### src/rtl/ovl_pkg.sv
package ovl_pkg;
  typedef enum logic [1:0] {
    ACC_IDLE = 2'd0,
    ACC_INT  = 2'd1,
    ACC_EXT  = 2'd2,
    ACC_BAD  = 2'd3
  } acc_kind_e;

  localparam int unsigned PAGE_INT  = 0;
  localparam int unsigned PAGE_EXT0 = 1;
  localparam int unsigned PAGE_EXT1 = 2;
endpackage

### src/rtl/ovl_addr_dec.sv
module ovl_addr_dec
  import ovl_pkg::*;
#(
  parameter int ADDR_W = 14,
  parameter int PAGE_W = 4
) (
  input  logic              clk,
  input  logic              rst_n,
  input  logic              acc_req,
  input  logic [ADDR_W-1:0] acc_addr,
  input  logic [PAGE_W-1:0] ovl_page,
  output acc_kind_e         kind,
  output logic [ADDR_W-1:0] ext_addr
);
  localparam int WIN_BIT = ADDR_W - 1;
  localparam int LOW_W   = ADDR_W - 1;

  logic in_win;
  logic pg_int, pg_e0, pg_e1;

  assign in_win = ~acc_addr[WIN_BIT];
  assign pg_int = (ovl_page == PAGE_W'(PAGE_INT));
  assign pg_e0  = (ovl_page == PAGE_W'(PAGE_EXT0));
  assign pg_e1  = (ovl_page == PAGE_W'(PAGE_EXT1));

  always_comb begin
    kind = ACC_IDLE;
    if (acc_req) begin
      if (!in_win || pg_int) kind = ACC_INT;
      else if (pg_e0 || pg_e1) kind = ACC_EXT;
      else kind = ACC_BAD;
    end
  end

  always_comb begin
    ext_addr = '0;
    if (kind == ACC_EXT) ext_addr = {pg_e1, acc_addr[LOW_W-1:0]};
  end

  AST_IDLE_QUIET: assert property (@(posedge clk) disable iff (!rst_n)
    !acc_req |-> (ext_addr == '0));
  AST_UPPER_INT: assert property (@(posedge clk) disable iff (!rst_n)
    (acc_req && acc_addr[WIN_BIT]) |-> (kind == ACC_INT));
  AST_EXT_TOP_BIT: assert property (@(posedge clk) disable iff (!rst_n)
    (kind == ACC_EXT) |-> (ext_addr[WIN_BIT] == (ovl_page == PAGE_W'(2))));
  AST_EXT_LOW_BITS: assert property (@(posedge clk) disable iff (!rst_n)
    (kind == ACC_EXT) |-> (ext_addr[LOW_W-1:0] == acc_addr[LOW_W-1:0]));
  AST_INT_ZERO_ADDR: assert property (@(posedge clk) disable iff (!rst_n)
    (kind == ACC_INT) |-> (ext_addr == '0));
endmodule

### src/rtl/csel_mask_reg.sv
module csel_mask_reg #(
  parameter int          SEL_N    = 4,
  parameter logic [SEL_N-1:0] RST_MASK = 4'b1011
) (
  input  logic             clk,
  input  logic             rst_n,
  input  logic             we,
  input  logic [SEL_N-1:0] wdata,
  output logic [SEL_N-1:0] mask
);
  always_ff @(posedge clk) begin
    if (!rst_n) mask <= RST_MASK;
    else if (we) mask <= wdata;
  end

  AST_MASK_WRITE: assert property (@(posedge clk) disable iff (!rst_n)
    we |=> (mask == $past(wdata)));
  AST_MASK_HOLD: assert property (@(posedge clk) disable iff (!rst_n)
    !we |=> $stable(mask));
endmodule

### src/rtl/csel_combiner.sv
module csel_combiner #(
  parameter int SEL_N = 4
) (
  input  logic             clk,
  input  logic             rst_n,
  input  logic [SEL_N-1:0] sel_n,
  input  logic [SEL_N-1:0] mask,
  input  logic             block,
  output logic             csel_n
);
  logic [SEL_N-1:0] hit;

  for (genvar i = 0; i < SEL_N; i++) begin : g_hit
    assign hit[i] = ~sel_n[i] & mask[i];
  end

  assign csel_n = block | ~(|hit);

  AST_BLOCK_HIGH: assert property (@(posedge clk) disable iff (!rst_n)
    block |-> csel_n);
  AST_NO_STRAY: assert property (@(posedge clk) disable iff (!rst_n)
    (&sel_n) |-> csel_n);
  AST_MASKED_OUT: assert property (@(posedge clk) disable iff (!rst_n)
    ((mask == '0) ) |-> csel_n);
endmodule

### src/rtl/ovl_csel_top.sv
module ovl_csel_top
  import ovl_pkg::*;
#(
  parameter int ADDR_W = 14,
  parameter int PAGE_W = 4,
  parameter int SEL_N  = 4
) (
  input  logic              clk,
  input  logic              rst_n,
  input  logic              acc_req,
  input  logic [ADDR_W-1:0] acc_addr,
  input  logic [PAGE_W-1:0] ovl_page,
  input  logic              mask_we,
  input  logic [SEL_N-1:0]  mask_wdata,
  output logic [SEL_N-1:0]  mask_rdata,
  input  logic [SEL_N-1:0]  sel_n,
  output logic [ADDR_W-1:0] ext_addr,
  output logic              acc_ext,
  output logic              acc_bad,
  output logic              int_done,
  output logic              csel_n
);
  acc_kind_e        kind;
  logic [SEL_N-1:0] mask_q;
  logic             done_q;

  ovl_addr_dec #(.ADDR_W(ADDR_W), .PAGE_W(PAGE_W)) u_dec (
    .clk(clk), .rst_n(rst_n), .acc_req(acc_req), .acc_addr(acc_addr),
    .ovl_page(ovl_page), .kind(kind), .ext_addr(ext_addr)
  );

  csel_mask_reg #(.SEL_N(SEL_N)) u_mask (
    .clk(clk), .rst_n(rst_n), .we(mask_we), .wdata(mask_wdata), .mask(mask_q)
  );

  csel_combiner #(.SEL_N(SEL_N)) u_comb (
    .clk(clk), .rst_n(rst_n), .sel_n(sel_n), .mask(mask_q),
    .block(acc_bad), .csel_n(csel_n)
  );

  assign acc_ext    = (kind == ACC_EXT);
  assign acc_bad    = (kind == ACC_BAD);
  assign mask_rdata = mask_q;

  always_ff @(posedge clk) begin
    if (!rst_n) done_q <= 1'b0;
    else        done_q <= (kind == ACC_INT);
  end
  assign int_done = done_q;

  AST_EXT_BAD_EXCL: assert property (@(posedge clk) disable iff (!rst_n)
    !(acc_ext && acc_bad));
  AST_IDLE_FLAGS: assert property (@(posedge clk) disable iff (!rst_n)
    !acc_req |-> (!acc_ext && !acc_bad));
  AST_DONE_AFTER_INT: assert property (@(posedge clk) disable iff (!rst_n)
    (acc_req && !acc_ext && !acc_bad) |=> int_done);
  AST_NO_DONE_EXT: assert property (@(posedge clk) disable iff (!rst_n)
    (acc_ext || acc_bad || !acc_req) |=> !int_done);
endmodule

### config.mk
export PLATFORM = sky130hd
export DESIGN_NAME = ovl_csel_top
export DESIGN_NICKNAME = d
export VERILOG_FILES = /design/src/rtl/ovl_pkg.sv /design/src/rtl/ovl_addr_dec.sv /design/src/rtl/csel_mask_reg.sv /design/src/rtl/csel_combiner.sv /design/src/rtl/ovl_csel_top.sv
export SDC_FILE = /design/constraint.sdc
export NUM_CORES = 1
export LEC_CHECK = 0
export ABC_CLOCK_PERIOD_IN_PS = 1540
export BUFFER_PORTS_ARGS = -buffer_cell sky130_fd_sc_hd__buf_2
export CAP_MARGIN = 10
export CORE_AREA = 2 2 39 41
export DETAILED_ROUTE_END_ITERATION = 12
export DIE_AREA = 0 0 41 43
export PLACE_DENSITY_LB_ADDON = 0.2
export SLEW_MARGIN = 5
export SYNTH_ARGS = -nofsm -noshare
export SYNTH_HDL_FRONTEND = slang
export SYNTH_SLANG_ARGS = --single-unit
### constraint.sdc
create_clock -name clk -period 1.54 [get_ports clk]
set_input_delay 0 -clock clk [delete_from_list [all_inputs] [get_ports clk]]
set_output_delay 0 -clock clk [all_outputs]
set_load 0.02 [all_outputs]
==> results of run 1 <==
cell families (layout without fill, tap and decap cells):
logic type,count (synthesis),count (layout),share of synthesized area
buffers and inverters,6,62,0.0822
AOI/OAI and AO/OA,8,8,0.164
and+or+nand+nor,22,22,0.428
xor gates and xnor gates,1,1,0.0240
DFF,5,5,0.274
muxes,1,1,0.0274
final timing paths:
kind                   from        endpoint
min                   rst_n  u_mask.mask[0]
max reg2reg  u_mask.mask[1]  u_mask.mask[1]
min reg2reg  u_mask.mask[3]  u_mask.mask[3]
max            acc_addr[13]     ext_addr[5]
per-layer routing:
| metal | up-vias | GRT usage | routed length (um) |
|---|---|---|---|
| met3 | 4 | 0.0785 | 112 |
| met5 | - | 0 | 0 |
| met1 | 194 | 0.148 | 399 |
| met4 | 0 | 0.0800 | 21 |
| met2 | 25 | 0.178 | 484 |
| li1 | 256 | - | - |
power by group through the flow:
stage | logic [uW] | registers, uW | clock network [uW]
after floorplan | 44.6 | 154 | 0
after global placement | 111 | 144 | 0
final | 117 | 142 | 153
after detailed placement | 112 | 144 | 0
after global routing | 129 | 143 | 168
after CTS | 118 | 142 | 159
registers in the layout, summed over array words and instances (netlist names):
name and cells:
int_done 1, u_mask.mask 4
cells in the final DEF (no fill, tap or decap), types with 2 or more instances in the layout:
cell type,count
o211ai_1,3
inv_1,4
nand2_1,3
clkbuf_4,3
buf_2,51
dlygate4sd3_1,3
dfxtp_1,5
and2_2,13
o22ai_1,2
nor3b_1,2
metrics by stage:
| step | setup WS (ns) | instances | utilization | total power (uW) | area [um2] |
|---|---|---|---|---|---|
| after floorplan | 0.469 | 43 | - | 199 | 365 |
| after global placement | 0.229 | 108 | 0.452 | 255 | 626 |
| after detailed placement | 0.184 | 108 | 0.452 | 256 | 626 |
| after CTS | 0.186 | 115 | 0.493 | 419 | 682 |
| after global routing | 0.0974 | 115 | 0.493 | 440 | 682 |
| final | 0.192 | 115 | 0.493 | 412 | 682 |
area by class of cell:
cell class	count	area, um2	share of cell area
Sequential cell	5	100	0.147
Timing Repair Buffer	54	285	0.418
Inverter	4	15.0	0.0220
Tap cell	16	20.0	0.0294
Clock buffer	4	26.3	0.0385
Multi-Input combinational cell	32	235	0.345
worst max-delay path, stage by stage:
cell and delay (ns):
buf_2 0.11, or4b_4 0.53, nor2_2 0.34, and2_2 0.21, buf_2 0.15
==> impl_metrics.ini, run 1 <==
[synth]
ys_warn_count = 0
synth.yosys.seq_area_share = 0.274
ys_ff_latch = 5
postSynthAreaPerCell_um2 = 8.50
ys.flop_type = dfxtp_1
synthCells = 43
yosys-top-cells-area = dfxtp_1, and2_2, o211ai_1
synth_top_area_frac = 0.274
synth-async-reset-ratio = 0
synth_cell_types = 18
syn_nets = 73
yosysMostFrequentCell = and2_2
synth_commonest_cells = and2_2, dfxtp_1, inv_1, nand2_1, o211ai_1
synth_edf_count = 0
syn-cell-area_um2 = 365
yosysTopAreaCell = dfxtp_1

[global_routing]
grt_pass1_vias = 376
antenna_found_initial = 0
grt_max_degree = 15
grt-ovfl-total = 0
grt_pass1_wl_um = 1500
grt_use_total = 0.131

[clock_network]
cts_tree = built
hold_buffers = 3
cts_setup_buffers = 0
clkTransAtPathRegs_ns = 0.04
cts-resized-gates = 0
htree_levels = 1
cts.path.max_buffers = 2
cts_sinks = 5
cts_made_buffers = 3
insertion_delay_ns = 0.24
root_buffer = clkbuf_4

[pwr]
pwr-share-comb = 0.284
p_int_uw = 296
leakagePower_uw = 0.000415
swShare = 0.281
irDropWorstVdd_uv = 418
seqPwrFrac = 0.345
clkPwrFrac = 0.372
p_sw_uw = 116
p_per_area_mw_per_mm2 = 604

[worst_setup_path]
end_kind = output pin
path_max_fanout = 14
r2r_cells = 2
worst_ep_required_time_ns = 1.54
reg2reg_slack_ns = 0.92
criticalPathCategory = in2out
critPathLaunchType = input pin
arrival_ns = 1.35

[floorplanning]
initial_core_util = 0.264
io_pins = 52
die_h_um = 43
core_area_mm2 = 0.00138
num_rows = 14
die_w_um = 41
dieArea_mm2 = 0.00176

[timing]
skew_ns = 0
finalHoldViolCount = 0
slew_headroom = 0.751
fin_hold_ws_ns = 0.00538
finalCriticalPeriod_ns = 1.35
setup_tns_ns = 0
rsz0062_at_grt = no
max_freq_mhz = 742
tightest_slew_ns = 0.374
setup-violations-final = 0
post-route-period-util = 0.875
slew_viol_final = 0

[placed_design]
dp_hpwl_um = 847
io_buffers = 51
gp_congestion = 0.698

[routing]
detail_route.wl_per_cell_um = 8.84
wirelength_um = 1020
vias = 479
drt_iter0_markers = 4
ant_nets = 0
drc = 0
first_pass_iters = 4
viasPerCell = 4.17

[final_layout]
fillers = 145
finalNetCount = 130
n_antenna_cell = 0
syn_to_final_growth_pct = 86.6
drive_above_1_share = 0.697

[run]
maxCapViolCount = 0

[outcome]
status = finished, final reports clean

[min_path]
hold_path_depth = 2
worstHoldPathType = in2reg
Note: power is estimated with default switching activity, not from simulation.
==> inputs of run 2 (changes only) <==
--- a/config.mk
+++ b/config.mk
@@ -11,8 +11,8 @@
 export CORE_AREA = 2 2 39 41
 export DETAILED_ROUTE_END_ITERATION = 12
 export DIE_AREA = 0 0 41 43
-export PLACE_DENSITY_LB_ADDON = 0.2
-export SLEW_MARGIN = 5
+export PLACE_DENSITY_LB_ADDON = 0.15
+export SLEW_MARGIN = 20
 export SYNTH_ARGS = -nofsm -noshare
 export SYNTH_HDL_FRONTEND = slang
 export SYNTH_SLANG_ARGS = --single-unit
==> impl_metrics.ini, run 2 (synthesis results as in run 1) <==
[worst_setup_path]
critPathLaunchType = input pin
arrival_ns = 1.34
end_kind = output pin
worst_ep_required_time_ns = 1.54
path_max_fanout = 14
criticalPathCategory = in2out

[final_layout]
syn_to_final_growth_pct = 87.0
finalNetCount = 130
regMostFlops = u_mask.mask
fillers = 151
layout_common_cells = buf_2, and2_2, dfxtp_1, inv_1
largest_register_ffs = 4
final_common_cell = buf_2
drive_above_1_share = 0.707
n_antenna_cell = 0

[floorplanning]
die_h_um = 43
io_pins = 52
num_rows = 14
initial_core_util = 0.264
dieArea_mm2 = 0.00176
die_w_um = 41
core_area_mm2 = 0.00138

[timing]
max_freq_mhz = 749
finalHoldViolCount = 0
skew_ns = 0
rsz0062_at_grt = no
setup-violations-final = 0
slew_viol_final = 0
slew_headroom = 0.769
tightest_slew_ns = 0.345
setup_tns_ns = 0
finalCriticalPeriod_ns = 1.34
post-route-period-util = 0.867

[routing]
first_pass_iters = 2
drt_iter0_markers = 1
detail_route.wl_per_cell_um = 10.6
drc = 0
vias = 512
wirelength_um = 1220
viasPerCell = 4.45
ant_nets = 0

[clock_network]
htree_levels = 1
cts_made_buffers = 3
root_buffer = clkbuf_4
cts.path.max_buffers = 2
cts_setup_buffers = 0
insertion_delay_ns = 0.24
cts-resized-gates = 0
cts_sinks = 5
clkTransAtPathRegs_ns = 0.04
cts_tree = built

[pwr]
p_sw_uw = 122
p_total_uw = 414
seqPwrFrac = 0.341
clkPwrFrac = 0.370
irDropWorstVdd_uv = 630
swShare = 0.295
p_per_area_mw_per_mm2 = 606
leakagePower_uw = 0.000418
p_int_uw = 292
pwr-share-comb = 0.289

[global_routing]
grt_use_total = 0.142
grt_pass1_wl_um = 1730
grt_pass1_vias = 457
antenna_found_initial = 0
grt_max_degree = 15
grt-ovfl-total = 0

[run]
maxCapViolCount = 0

[placed_design]
gp_congestion = 0.673
dp_hpwl_um = 974
io_buffers = 51

[outcome]
status = finished, final reports clean

[min_path]
worstHoldPathType = in2reg
[run 2: path summary, 6_finish.rpt]
kind | start | endpoint | slack [ns] | cells after the start
max | acc_addr[13] | ext_addr[3] | 0.20 | 5
min | rst_n | u_mask.mask[0] | 0.009 | 2
max reg2reg | u_mask.mask[2] | u_mask.mask[2] | 0.94 | 2
min reg2reg | u_mask.mask[1] | u_mask.mask[1] | 0.50 | 2
[run 2: timing repair]
action,4_1_cts,5_1_grt
hold buffers,3,0
endpoints found under the setup margin,0,0
hold endpoints to repair,3,0
[run 2: final cells by class]
class                           instances  area, um2  share of cell area
Clock buffer                            3       22.5              0.0330
Clock inverter                          1       5.00             0.00733
Inverter                                4       15.0              0.0220
Multi-Input combinational cell         32        235               0.344
Sequential cell                         5        100               0.147
Tap cell                               16       20.0              0.0293
Timing Repair Buffer                   54        285               0.418
[run 2: power by group through the flow]
stage | sequential, uW | combinational (uW) | clock [uW]
after floorplan | 154 | 44.6 | 0
after global placement | 144 | 113 | 0
after detailed placement | 144 | 114 | 0
after CTS | 141 | 121 | 158
after global routing | 142 | 132 | 176
final | 141 | 120 | 153
[run 2: worst max-delay path, cell delays in order]
cell and delay, ns:
buf_2 0.12, or4b_4 0.54, nor2_2 0.32, and2_2 0.20
buf_2 0.15
[run 2: per-layer routing]
metal / part of all wire / up-vias / global-route usage
li1: - / 257 / -
met1: 0.36 / 226 / 0.131
met2: 0.48 / 29 / 0.244
met3: 0.16 / 0 / 0.105
met4: 0 / 0 / 0.0200
met5: 0 / - / 0
[run 2: per-stage QoR]
stage	hold WS (ns)	std cells	util	instance area (um2)	worst slack, ns
floorplan	0.0828	43	-	365	0.469
global route	0.0150	115	0.494	683	0.107
CTS	0.00803	115	0.494	683	0.192
detailed placement	0.224	108	0.452	626	0.196
global placement	0.216	108	0.452	626	0.218
finish	0.00919	115	0.494	683	0.205
